<file path="src/rtl/phy_poll_pkg.sv">
package phy_poll_pkg;

  localparam int REG_W = 5;
  localparam int DATA_W = 16;

  localparam logic [1:0] SPD_10   = 2'd0;
  localparam logic [1:0] SPD_100  = 2'd1;
  localparam logic [1:0] SPD_1000 = 2'd2;

  typedef enum logic [2:0] {
    S_IDLE, S_PORT, S_REQ, S_WAIT, S_EVAL, S_APPLY, S_NEXT
  } poll_state_t;

  typedef enum logic [2:0] {
    RD_ST1, RD_ST2, RD_CTL, RD_ADV, RD_LPA, RD_GCT, RD_GST
  } rd_step_t;

  // Captured register fields needed for resolution
  typedef struct packed {
    logic       aneg_en;    // reg0[12]
    logic       sel_1g;     // reg0[6]
    logic       sel_100;    // reg0[13]
    logic       dup;        // reg0[8]
    logic       loc_pause;  // reg4[10]
    logic [3:0] loc_abil;   // reg4[8:5]
    logic       lp_pause;   // reg5[10]
    logic [3:0] lp_abil;    // reg5[8:5]
    logic [1:0] g_loc;      // reg9[9:8]
    logic [1:0] g_lp;       // reg10[11:10]
  } phy_caps_t;

  function automatic logic [REG_W-1:0] step_reg(rd_step_t s);
    case (s)
      RD_ST1, RD_ST2: return 5'd1;
      RD_CTL:         return 5'd0;
      RD_ADV:         return 5'd4;
      RD_LPA:         return 5'd5;
      RD_GCT:         return 5'd9;
      default:        return 5'd10;
    endcase
  endfunction

endpackage

</file>
<file path="src/rtl/phy_poll_timer.sv">
module phy_poll_timer #(
  parameter int CNT_W     = 32,
  parameter int DEF_TICKS = 50_000_000
) (
  input  logic             clk,
  input  logic             rst,
  input  logic             run,
  input  logic [CNT_W-1:0] interval,
  output logic             fire
);
  logic [CNT_W-1:0] cnt;
  logic [CNT_W-1:0] limit;

  assign limit = (interval == '0) ? CNT_W'(DEF_TICKS) : interval;
  assign fire  = run && (cnt >= limit - 1'b1);

  always_ff @(posedge clk) begin
    if (rst || !run || fire) cnt <= '0;
    else                     cnt <= cnt + 1'b1;
  end

  // the counter never passes the limit while waiting
  a_r1_cnt_bounded: assert property (@(posedge clk) disable iff (rst)
    run |-> (cnt <= limit - 1'b1) || (limit == '0) || $changed(interval));
endmodule

</file>
<file path="src/rtl/phy_mode_resolver.sv">
module phy_mode_resolver
  import phy_poll_pkg::*;
(
  input  logic      aneg_used,
  input  phy_caps_t caps,
  output logic [1:0] spd,
  output logic       dup,
  output logic       pause
);
  logic [5:0] common;

  // {1G-F, 1G-H, 100-F, 100-H, 10-F, 10-H}
  assign common = {caps.g_loc & caps.g_lp, caps.loc_abil & caps.lp_abil};

  always_comb begin
    if (aneg_used) begin
      pause = caps.loc_pause & caps.lp_pause;
      if (common[5])      begin spd = SPD_1000; dup = 1'b1; end
      else if (common[4]) begin spd = SPD_1000; dup = 1'b0; end
      else if (common[3]) begin spd = SPD_100;  dup = 1'b1; end
      else if (common[2]) begin spd = SPD_100;  dup = 1'b0; end
      else if (common[1]) begin spd = SPD_10;   dup = 1'b1; end
      else                begin spd = SPD_10;   dup = 1'b0; end
    end else begin
      pause = caps.loc_pause;
      spd   = caps.sel_1g ? SPD_1000 : (caps.sel_100 ? SPD_100 : SPD_10);
      dup   = caps.dup;
    end
  end
endmodule

</file>
<file path="src/rtl/phy_port_out.sv">
module phy_port_out (
  input  logic       clk,
  input  logic       rst,
  input  logic       clr,
  input  logic       apply,
  input  logic [1:0] spd_i,
  input  logic       dup_i,
  input  logic       pause_i,
  output logic [1:0] spd_o,
  output logic       dup_o,
  output logic       pause_o,
  output logic       force_o
);
  always_ff @(posedge clk) begin
    if (rst) begin
      spd_o <= '0; dup_o <= 1'b0; pause_o <= 1'b0; force_o <= 1'b0;
    end else if (clr) begin
      force_o <= 1'b0;
    end else if (apply) begin
      spd_o <= spd_i; dup_o <= dup_i; pause_o <= pause_i; force_o <= 1'b1;
    end
  end

  // force rises only through an apply; speed code never 3
  a_r9_force_from_apply: assert property (@(posedge clk) disable iff (rst)
    $rose(force_o) |-> $past(apply));
  a_r9_speed_legal: assert property (@(posedge clk) disable iff (rst)
    spd_o != 2'd3);
  // a clear drops force on the next edge
  a_r4_clear_drops_force: assert property (@(posedge clk) disable iff (rst)
    clr |=> !force_o);
endmodule

</file>
<file path="src/rtl/phy_link_poller.sv">
module phy_link_poller
  import phy_poll_pkg::*;
#(
  parameter int NPORT     = 2,
  parameter int ADDR_W    = 5,
  parameter int CNT_W     = 32,
  parameter int DEF_TICKS = 50_000_000
) (
  input  logic                         clk,
  input  logic                         rst,
  input  logic                         sw_enable,
  input  logic [CNT_W-1:0]             poll_interval,
  input  logic [NPORT-1:0][ADDR_W-1:0] port_phy_addr,
  input  logic [NPORT-1:0]             port_skip,
  output logic                         mdio_start,
  output logic [ADDR_W-1:0]            mdio_phy,
  output logic [REG_W-1:0]             mdio_reg,
  input  logic                         mdio_busy,
  input  logic [DATA_W-1:0]            mdio_rdata,
  output logic [NPORT-1:0][1:0]        link_speed,
  output logic [NPORT-1:0]             link_duplex,
  output logic [NPORT-1:0]             link_pause,
  output logic [NPORT-1:0]             link_force
);
  localparam int PW = (NPORT > 1) ? $clog2(NPORT) : 1;

  poll_state_t     state;
  rd_step_t        step;
  logic [PW-1:0]   port;
  logic [NPORT-1:0] prev_known, prev_link;
  logic            st_ok, st_link, st_cmp;
  phy_caps_t       caps;
  logic            fire, aneg_used, changed;
  logic [1:0]      r_spd;
  logic            r_dup, r_pause;

  // evaluation decisions
  logic            ev_issue, ev_down;
  rd_step_t        ev_step;
  poll_state_t     ev_state;

  assign mdio_start = (state == S_REQ);
  assign aneg_used  = caps.aneg_en & st_cmp;
  assign changed    = !prev_known[port] || (prev_link[port] != st_link);

  phy_poll_timer #(.CNT_W(CNT_W), .DEF_TICKS(DEF_TICKS)) u_timer (
    .clk(clk), .rst(rst), .run(state == S_IDLE),
    .interval(poll_interval), .fire(fire));

  phy_mode_resolver u_resolve (
    .aneg_used(aneg_used), .caps(caps),
    .spd(r_spd), .dup(r_dup), .pause(r_pause));

  always_comb begin
    ev_issue = 1'b0; ev_down = 1'b0; ev_step = step; ev_state = S_NEXT;
    case (step)
      RD_ST1: if (st_ok && changed) begin
        ev_issue = 1'b1;
        ev_step  = st_link ? RD_CTL : RD_ST2;
      end
      RD_ST2: if (st_link) begin ev_issue = 1'b1; ev_step = RD_CTL; end
              else ev_down = 1'b1;
      RD_CTL: begin ev_issue = 1'b1; ev_step = RD_ADV; end
      RD_ADV: if (aneg_used) begin ev_issue = 1'b1; ev_step = RD_LPA; end
              else ev_state = S_APPLY;
      RD_LPA: begin ev_issue = 1'b1; ev_step = RD_GCT; end
      RD_GCT: begin ev_issue = 1'b1; ev_step = RD_GST; end
      default: ev_state = S_APPLY;
    endcase
  end

  always_ff @(posedge clk) begin
    if (rst) begin
      state <= S_IDLE; step <= RD_ST1; port <= '0;
      prev_known <= '0; prev_link <= '0;
      mdio_phy <= '0; mdio_reg <= '0;
      st_ok <= 1'b0; st_link <= 1'b0; st_cmp <= 1'b0; caps <= '0;
    end else begin
      case (state)
        S_IDLE: if (fire && sw_enable) begin port <= '0; state <= S_PORT; end
        S_PORT: if (port_skip[port]) state <= S_NEXT;
                else begin
                  step <= RD_ST1; mdio_phy <= port_phy_addr[port];
                  mdio_reg <= step_reg(RD_ST1); state <= S_REQ;
                end
        S_REQ:  state <= S_WAIT;
        S_WAIT: if (!mdio_busy) begin
          case (step)
            RD_ST1, RD_ST2: begin
              st_ok   <= (mdio_rdata != '0) && (mdio_rdata != '1);
              st_link <= mdio_rdata[2];
              st_cmp  <= mdio_rdata[5];
            end
            RD_CTL: begin
              caps.aneg_en <= mdio_rdata[12]; caps.sel_1g <= mdio_rdata[6];
              caps.sel_100 <= mdio_rdata[13]; caps.dup    <= mdio_rdata[8];
            end
            RD_ADV: begin caps.loc_pause <= mdio_rdata[10]; caps.loc_abil <= mdio_rdata[8:5]; end
            RD_LPA: begin caps.lp_pause  <= mdio_rdata[10]; caps.lp_abil  <= mdio_rdata[8:5]; end
            RD_GCT: caps.g_loc <= mdio_rdata[9:8];
            default: caps.g_lp <= mdio_rdata[11:10];
          endcase
          state <= S_EVAL;
        end
        S_EVAL: if (ev_issue) begin
          step <= ev_step; mdio_phy <= port_phy_addr[port];
          mdio_reg <= step_reg(ev_step); state <= S_REQ;
        end else begin
          state <= ev_state;
          if (ev_down) begin prev_known[port] <= 1'b1; prev_link[port] <= 1'b0; end
        end
        S_APPLY: begin
          prev_known[port] <= 1'b1; prev_link[port] <= 1'b1; state <= S_NEXT;
        end
        default: if (port == PW'(NPORT - 1)) state <= S_IDLE;
                 else begin port <= port + 1'b1; state <= S_PORT; end
      endcase
    end
  end

  for (genvar i = 0; i < NPORT; i++) begin : g_port
    logic clr_i, app_i;
    assign clr_i = (state == S_EVAL) && (step == RD_ST1) && (port == PW'(i)) &&
                   st_ok && changed && !st_link;
    assign app_i = (state == S_APPLY) && (port == PW'(i));
    phy_port_out u_out (
      .clk(clk), .rst(rst), .clr(clr_i), .apply(app_i),
      .spd_i(r_spd), .dup_i(r_dup), .pause_i(r_pause),
      .spd_o(link_speed[i]), .dup_o(link_duplex[i]),
      .pause_o(link_pause[i]), .force_o(link_force[i]));
  end

  // single-cycle request, address held while waiting
  a_r10_start_pulse: assert property (@(posedge clk) disable iff (rst)
    mdio_start |=> !mdio_start);
  a_r10_addr_hold: assert property (@(posedge clk) disable iff (rst)
    (state == S_WAIT) |-> ($stable(mdio_phy) && $stable(mdio_reg)));
  // a round only begins with the enable high
  a_r1_round_needs_enable: assert property (@(posedge clk) disable iff (rst)
    (state == S_PORT && $past(state) == S_IDLE) |-> $past(sw_enable));
  // force is already low when the status register is re-read
  a_r4_reread_force_low: assert property (@(posedge clk) disable iff (rst)
    (mdio_start && step == RD_ST2) |-> !link_force[port]);
  // partner register read only with negotiation used
  a_r5_partner_needs_aneg: assert property (@(posedge clk) disable iff (rst)
    (mdio_start && mdio_reg == 5'd5) |-> (caps.aneg_en && st_cmp));
  // no request for a skipped port
  a_r11_skip_quiet: assert property (@(posedge clk) disable iff (rst)
    mdio_start |-> !port_skip[port]);
endmodule

</file>
<file path="config.mk">
export PLATFORM = sky130hd
export DESIGN_NAME = phy_link_poller
export DESIGN_NICKNAME = d
export VERILOG_FILES = /design/src/rtl/phy_poll_pkg.sv /design/src/rtl/phy_poll_timer.sv /design/src/rtl/phy_mode_resolver.sv /design/src/rtl/phy_port_out.sv /design/src/rtl/phy_link_poller.sv
export SDC_FILE = /design/constraint.sdc
export NUM_CORES = 1
export LEC_CHECK = 0
export CAP_MARGIN = 10
export CORE_ASPECT_RATIO = 0.5
export CORE_MARGIN = 2
export CORE_UTILIZATION = 54
export CTS_CLUSTER_SIZE = 30
export DETAILED_ROUTE_END_ITERATION = 7
export GPL_ROUTABILITY_DRIVEN = 0
export GPL_TIMING_DRIVEN = 0
export PLACE_DENSITY = 0.92
export RECOVER_POWER = 100
export SLEW_MARGIN = 20
export SYNTH_ARGS = -nofsm -noshare
export SYNTH_HDL_FRONTEND = slang
export SYNTH_SLANG_ARGS = --single-unit
</file>
<file path="constraint.sdc">
create_clock -name clk -period 4.5 [get_ports clk]
set_clock_uncertainty 0.15 [all_clocks]
set_input_delay 0.45 -clock clk [delete_from_list [all_inputs] [get_ports clk]]
set_output_delay 0.45 -clock clk [all_outputs]
set_load 0.02 [all_outputs]
</file>
Word-level counts from Yosys, hierarchy flattened
Cells that the tools add are included.
Widths: inputs -> output; s select.
{"block": "op_classes", "addsub": 3, "n_bitwise": 14, "n_mux": 63, "n_eq_ne": 23, "reduce_logical": 49, "magnitude_cmp": 3}
{"cell": "$pmux 3 s6", "count": 2}
{"cell": "$add 32x1->32 const B", "count": 1}
{"cell": "$ge 32x32->1", "count": 1}
{"cell": "$logic_not 32->1", "count": 1}
{"cell": "$mux 32", "count": 1}
{"cell": "$sub 32x1->32 const B", "count": 1}
{"cell": "$mux 5", "count": 6}
{"cell": "$mux 3", "count": 9}
{"cell": "$mux 1", "count": 24}
{"cell": "$reduce_and 3->1", "count": 8}
{"cell": "$mux 2", "count": 11}
{"cell": "$pmux 4 s5", "count": 1}
{"cell": "$pmux 5 s2", "count": 2}
{"cell": "$eq 3x2->1 const B", "count": 6}
{"cell": "$eq 3x3->1 const B", "count": 6}
{"cell": "$logic_and 1x1->1", "count": 16}
{"cell": "$ne 16x16->1 const B", "count": 1}
{"cell": "$reduce_bool 16->1", "count": 1}
{"cell": "$ne 2x2->1 const B", "count": 6}
{"cell": "$pmux 2 s2", "count": 3}
{"cell": "$reduce_or 5->1", "count": 2}
{"cell": "$eq 3x1->1 const B", "count": 3}
{"cell": "$logic_not 3->1", "count": 3}
{"cell": "$reduce_and 2->1", "count": 4}
{"cell": "other kinds (20)", "count": 36}
{"block": "totals", "wordCells": 184, "register_bits": 84, "out_inout_bits": 21}

Depth between registers and ports, before layout
Gate-level depths: netlist (run 1).
{"block": "depth", "ltp_word": 12, "depth_mapped": 14}

Cells and area by module
A second synthesis (run 1) with hierarchy kept.
{"block": "hier_totals", "hier_cells": 635, "hier_area_um2": 5283.8}
{"module": "phy_poll_timer", "instances": 1, "area_per_inst_um2": 2737.6, "cells_each": 342}
{"module": "phy_link_poller", "instances": 1, "area_per_inst_um2": 2033.2, "cells_each": 238}
{"module": "phy_port_out", "instances": 2, "area_per_inst_um2": 212.7, "cells_each": 20}
{"module": "phy_mode_resolver", "instances": 1, "area_per_inst_um2": 87.6, "cells_each": 15}

Least setup slack after synthesis (run 1)
Ideal clock, no wire load.
{"block": "synth_path", "kind": "in2reg", "startpoint": "input poll_interval[0]", "endpoint": "register u_timer.cnt[14]", "setup_slack_ns": 0.773, "required_ns": 4.217, "cell_stages": 14, "t_arrival_ns": 3.444, "path_cell_list": "inv_1 > ha_1 > nor3b_1 > nand2_1 > a2111oi_2 > nand2_1 > xor2_1 > ha_1 > nand4_1 > or4_1 > a21o_1 > a21oi_2 > buf_2 > nor3_1"}
{"block": "synth_between", "elab_chain_len": 6}
{"item": "from (decl)", "line_no": "phy_link_poller.sv:12", "text": "input logic [CNT_W-1:0] poll_interval,"}
{"item": "$logic_not 32->1", "line_no": "phy_poll_timer.sv:14", "text": "assign limit = (interval == '0) ? CNT_W'(DEF_TICKS) : interval;"}
{"item": "$mux 32 *", "line_no": "phy_poll_timer.sv:14"}
{"item": "$sub 32x1->32 *", "line_no": "phy_poll_timer.sv:15", "text": "assign fire = run && (cnt >= limit - 1'b1);"}
{"item": "$ge 32x32->1 *", "line_no": "phy_poll_timer.sv:15"}
{"item": "$logic_and 1x1->1 *", "line_no": "phy_poll_timer.sv:15"}
{"item": "$logic_or 1x1->1 *", "line_no": "phy_poll_timer.sv:18", "text": "if (rst || !run || fire) cnt <= '0;"}
{"item": "to (signal assigned)", "line_no": "phy_poll_timer.sv:19", "text": "else cnt <= cnt + 1'b1;"}
{"item": "to (decl)", "line_no": "phy_poll_timer.sv:11", "text": "logic [CNT_W-1:0] cnt;"}
Every way passes the cells marked *; elsewhere a longest branch is shown, timed or not.
A chain may end at the register's enable or synchronous reset.

Final worst setup path (run 1)
{"block": "layout_path", "startpoint": "input poll_interval[7]", "endpoint": "register u_timer.cnt[13]"}
Same word-level chain as after synthesis.

==> out/metrics.cfg, run 1 <==
[logic_synthesis]
async_flop_share_pct = 0
yosysMostFrequentCell = dfxtp_1
synth.avg_cell_area_um2 = 8.36
syn_area_um2 = 5270
synth_top_family_by_area = simple AND/OR/NAND/NOR gates
synth_common_cells = dfxtp_1 (81), nor2_1 (55), nand2_1 (51), nor3_1 (45), a21oi_1 (41)
yosys-mux-area-fraction_pct = 3.66
synthTopCellsByArea = dfxtp_1 (31%), ha_1 (8.3%), xnor2_1 (5.7%), nor3_1 (4.3%), nor2_1 (3.9%)
syn_nets = 729
synth-simple-area-share_pct = 29.5
synth_cells = 630
synthFlopType = dfxtp_1
synth_seq_area_share_pct = 30.8
synth.distinct_cells = 68
synthXorXnorAreaFrac_pct = 9.31
synth_top_area_share_pct = 30.8
synth-compound-area-share_pct = 14.2
synth_warnings = 0
synth_edf_count = 0
ys_ff_latch = 81
yosys.area_share.adder_pct = 8.32
synth_top_area_cell = dfxtp_1

[final_layout]
reg.largest.list = u_timer.cnt (32), caps (16), mdio_phy (5)
nets = 827
diodes = 0
top_register = u_timer.cnt
fillCellCount = 730
syn_to_final_growth_pct = 25.7
final_cells = 868
largest_reg_flops = 32
utilization_pct = 70.1
drive_gt1_share_pct = 8.46

[global_routing]
overflow = 0
grt_pass1_wl_um = 22200
grt_max_degree = 16
antenna_found_initial = 0
grtUsageTotal_pct = 26.3
grt_pass1_vias = 4828

[cts]
cts_tree = yes
cts-root-buf = clkbuf_16
path_clk_slew_ps = 60
htreeDepth = 3
cts_buffers = 9
cts_sinks = 81
clock_latency_ps = 340
hold_buffers = 0
clockBufferDepth = 2

[setup_path]
critPathLaunchType = input port
crit_arrival_ps = 4370
worstPathRequired_ps = 4560
end_kind = flip-flop
path_class = input port to flip-flop
worst-path-max-fanout = 10

[timing]
rsz0062_at_grt = yes
final_hold_viol_count = 0
fin_crit_sh_pct = 95.7
worst_slew_pin_slew_ps = 1110
max_slew_margin_pct = 25.2
finalSetupViolCount = 0
fmax_ghz = 0.232
fin_crit_ps = 4300
final_max_slew_viol_count = 0

[floorplanning]
die_h_um = 73.8
io-pin-count = 85
rows = 25
core_area_um2 = 9450
initial_core_util_pct = 55.7
dieArea_um2 = 10600
die_w_um = 144

[pwr]
power.total_mw = 1.56
power.density_nw_per_um2 = 236
vdd_drop_max_uv = 211
leakage_nw = 2.36

[placement]
port_buffers = 82
dp_cells = 847
dp_hpwl_um = 10200

[routing]
routed_wl_um = 13600
vias = 5119
drtIter0Drc = 425
via_per_inst = 5.90
ant_nets = 0
drc = 0
drtPass1Iterations = 5
detail_route.wl_per_cell_um = 15.7

[run_status]
status = finished, final reports clean

[worst_hold_path]
hp-class = flip-flop to flip-flop

[flow_run]
max-cap-violations = 0

## cell families (layout without fill, tap and decap cells)
group	Yosys count	in the layout
other	1	1
XOR/XNOR	56	56
AND/OR/NAND/NOR	278	278
buffers and inverters	49	152
adder cells (fa/ha/maj)	35	35
AO/OA/AOI/OAI	112	112
multiplexers	18	18
flip-flops	81	81
## through the flow
step,setup slack (ps),hold WS (ps),cell area (um^2),TNS [ps]
floorplan,773,283,5270,0
global placement,-648,294,6260,-20030
detailed placement,-707,302,6260,-21920
CTS,25.5,310,6570,0
global route,2.03,321,6620,0
finish,196,311,6620,0
## where the power goes
| group | total [mW] | switching [mW] | internal (mW) |
|---|---|---|---|
| registers | 0.724 | 0.00385 | 0.720 |
| clock network | 0.679 | 0.303 | 0.377 |
| logic | 0.161 | 0.0774 | 0.0833 |
| total | 1.56 | 0.384 | 1.18 |
## what timing repair did
item | CTS | global route
pin swaps | 1 | 3
setup endpoints to repair | 34 | 30
buffers inserted | 1 | 4
hold endpoints to repair | 0 | 0
gates resized for setup | 3 | 10
gates cloned | 0 | 0
## layout make-up
cell class	instances	area (um^2)	area share, %
plain buffers	34	171	2.59
clock inverters	7	52.6	0.794
inverters	15	56.3	0.851
repair buffers	87	858	13.0
multi-input cells	500	3470	52.4
clock buffers	9	225	3.40
well taps	135	169	2.55
flip-flops and latches	81	1620	24.5
## final timing paths
path	start	end	slack (ps)	cells after the start
hold reg to reg	caps[5]$_SDFFE_PP0P_	caps[5]$_SDFFE_PP0P_	310	2
hold / removal	caps[5]$_SDFFE_PP0P_	caps[5]$_SDFFE_PP0P_	310	2
setup reg to reg	step[1]$_SDFFE_PP0P_	step[1]$_SDFFE_PP0P_	1840	6
setup / recovery	poll_interval[7]	u_timer.cnt[13]$_SDFF_PP0_	200	13
## metal layers
| layer | share of wire (%) | track usage (%) | wire [um] | vias to the layer above |
|---|---|---|---|---|
| met5 | 0 | 0 | 0 | - |
| met1 | 44 | 32.5 | 6020 | 2385 |
| met4 | 2.1 | 9.37 | 281 | 0 |
| met2 | 48 | 45.8 | 6490 | 192 |
| met3 | 5.9 | 5.80 | 808 | 27 |
| li1 | - | - | - | 2515 |
## critical path, stage by stage
cell and delay (ps):
clkdlybuf4s50_1 530, nor4_4 470, nand4_4 160, or3_4 440
or3_1 340, xor2_1 160, ha_1 320, nand4_1 140
or4_1 560, a21o_1 240, a21oi_4 220, clkbuf_4 260
nor3_1 70
## cell usage in the layout, fill, tap and decap left out, types with 3 or more instances in the layout
master	n
nor3_1	45
o21a_1	4
or3_1	6
ha_1	35
nor4_2	5
nand2b_1	8
or4_1	4
inv_1	15
o21ai_0	14
clkdlybuf4s50_1	62
nor2b_1	4
nor2_1	56
a21o_1	4
nor3_2	8
clkbuf_16	9
and3_1	6
xor2_1	22
dlygate4sd3_1	20
nand2_1	51
o2111ai_1	7
and4_1	7
xnor2_1	34
o211ai_1	5
a21oi_1	41
and3b_1	3
buf_4	14
mux2i_1	17
nand4_1	16
nand3_1	23
o31ai_1	5
dfxtp_1	81
a211oi_1	8
or2_2	4
nor4_1	13
clkbuf_1	21
Power figures use the tool's default switching activity.
==> run 2: changes to the inputs <==
--- a/config.mk
+++ b/config.mk
@@ -6,14 +6,15 @@
 export NUM_CORES = 1
 export LEC_CHECK = 0
 export CAP_MARGIN = 10
+export CELL_PAD_IN_SITES_DETAIL_PLACEMENT = 2
+export CELL_PAD_IN_SITES_GLOBAL_PLACEMENT = 2
 export CORE_ASPECT_RATIO = 0.5
 export CORE_MARGIN = 2
-export CORE_UTILIZATION = 54
-export CTS_CLUSTER_SIZE = 30
+export CORE_UTILIZATION = 32
 export DETAILED_ROUTE_END_ITERATION = 7
 export GPL_ROUTABILITY_DRIVEN = 0
 export GPL_TIMING_DRIVEN = 0
-export PLACE_DENSITY = 0.92
+export PLACE_DENSITY_LB_ADDON = 0.1
 export RECOVER_POWER = 100
 export SLEW_MARGIN = 20
 export SYNTH_ARGS = -nofsm -noshare
==> run 2 against run 1 <==
Against the previous run: worst setup slack better by 2.5 ps; combinational power up 6%; maximum frequency about the same; final cell count up 11%; critical path type unchanged; critical endpoint is now u_timer.cnt[7]$_SDFF_PP0_.
==> out/metrics.cfg, run 2 (same netlist as run 1, synthesis figures left out) <==
[routing]
drtPass1Iterations = 4
ant_nets = 0
drc = 0
vias = 5099
routed_wl_um = 17800
drtIter0Drc = 139
via_per_inst = 5.31
detail_route.wl_per_cell_um = 18.5

[worst_hold_path]
hp-class = flip-flop to flip-flop
min_to = g_port[1].u_out.spd_o[1]$_SDFFE_PP0P_
hold_depth = 2
hold_start = g_port[1].u_out.spd_o[1]$_SDFFE_PP0P_

[setup_path]
r2r-start = u_timer.cnt[0]$_SDFF_PP0_
worstPathRequired_ps = 4560
end_kind = flip-flop
reg2reg_slack_ps = 1660
worst-r2r-cell-count = 8
path_class = input port to flip-flop
worst-path-max-fanout = 10
critPathLaunchType = input port
r2r_end = u_timer.cnt[3]$_SDFF_PP0_
crit_arrival_ps = 4360

[final_layout]
reg.largest.list = u_timer.cnt (32), caps (16), mdio_phy (5)
top_register = u_timer.cnt
layout_common_cells = dfxtp_1 (81), clkdlybuf4s50_1 (61), nor2_1 (55)
syn_to_final_growth_pct = 29.1
largest_reg_flops = 32
fillCellCount = 1833
drive_gt1_share_pct = 8.58
diodes = 0
design_area_um2 = 6800
final_common_cell = dfxtp_1
nets = 828

[global_routing]
grt_max_degree = 17
grt_pass1_vias = 5511
grt_pass1_wl_um = 28600
antenna_found_initial = 0
grtUsageTotal_pct = 21.0
overflow = 0

[timing]
finalSetupViolCount = 0
worst_slew_pin_slew_ps = 1210
rsz0062_at_grt = yes
max_slew_margin_pct = 18.4
tns_ps = 0
fin_crit_sh_pct = 95.6
final_hold_viol_count = 0
fin_crit_ps = 4300
final_max_slew_viol_count = 0
hold_ws_ps = 307
fmax_ghz = 0.232

[placement]
dp_hpwl_um = 13600
placed_area_um2 = 6370
port_buffers = 82

[floorplanning]
die_w_um = 185
die_h_um = 94.7
core_area_um2 = 16200
initial_core_util_pct = 32.5
rows = 33
dieArea_um2 = 17600
io-pin-count = 85

[cts]
cts_sinks = 81
path_clk_slew_ps = 80
clockBufferDepth = 2
cts_buffers = 9
clock_latency_ps = 350
cts_tree = yes
hold_buffers = 0
htreeDepth = 3
cts-root-buf = clkbuf_16

[pwr]
power.density_nw_per_um2 = 256
leakage_nw = 2.40
vdd_drop_max_uv = 157

[flow_run]
max-cap-violations = 0

[run_status]
status = finished, final reports clean

[run 2: how the worst max path moves through the flow]
stage                 startpoint                         end  slack, ps  cells after the start
3_3_place_gp    poll_interval[0]  u_timer.cnt[18]$_SDFF_PP0_       -970                     15
2_1_floorplan   poll_interval[0]  u_timer.cnt[14]$_SDFF_PP0_        770                     14
5_1_grt         poll_interval[0]  u_timer.cnt[12]$_SDFF_PP0_        -60                     17
3_5_place_dp    poll_interval[0]  u_timer.cnt[19]$_SDFF_PP0_      -1080                     15
6_report        poll_interval[7]   u_timer.cnt[7]$_SDFF_PP0_        200                     13
4_1_cts        poll_interval[12]   u_timer.cnt[7]$_SDFF_PP0_          3                     13
[run 2: stage by stage]
stage	instances	utilization, %	setup WS (ps)	total power, mW
6_report	961	41.9	198	1.74
3_5_place_dp	939	39.3	-1080	0.906
3_3_place_gp	939	39.3	-975	0.900
2_1_floorplan	630	-	773	0.804
4_1_cts	957	41.6	3.09	1.76
5_1_grt	961	41.9	-56.7	1.81
[run 2: layout make-up]
| cell class | instances | area, um^2 | share of cell area (%) |
|---|---|---|---|
| plain buffers | 34 | 170 | 2.50 |
| clock inverters | 7 | 105 | 1.55 |
| well taps | 227 | 284 | 4.18 |
| multi-input cells | 500 | 3470 | 51.0 |
| clock buffers | 9 | 225 | 3.31 |
| inverters | 15 | 56.3 | 0.828 |
| repair buffers | 88 | 868 | 12.8 |
| flip-flops and latches | 81 | 1620 | 23.9 |
[run 2: worst max-delay path: stages]
cell	delay, ps
clkdlybuf4s50_1	520
nor4_4	470
nand4_4	210
or3_4	460
or3_1	340
xor2_1	150
ha_1	320
nand4_1	130
or4_1	550
a21o_1	220
a21oi_4	240
buf_4	240
nor3_1	70
[run 2: power breakdown]
group	internal (mW)	switching, mW	total [mW]	leakage [nW]
Clock	0.497	0.352	0.849	0.159
Combinational	0.0843	0.0856	0.170	1.59
Sequential	0.719	0.00441	0.724	0.653
[run 2: what timing repair did]
| item | CTS | global route |
|---|---|---|
| resized for setup | 4 | 11 |
| pin swaps | 2 | 2 |
| endpoints found under the hold margin | 0 | 0 |
| buffers inserted | 2 | 4 |
| setup endpoints to repair | 34 | 31 |
[run 2: layer usage]
layer  up-vias  global-route usage (%)  wire length [um]
met3        23                    3.74               477
li1       2506                       -                 -
met2        70                    39.0              8850
met5         -                       0                 0
met4         0                    5.56               297
met1      2500                    25.1              8130
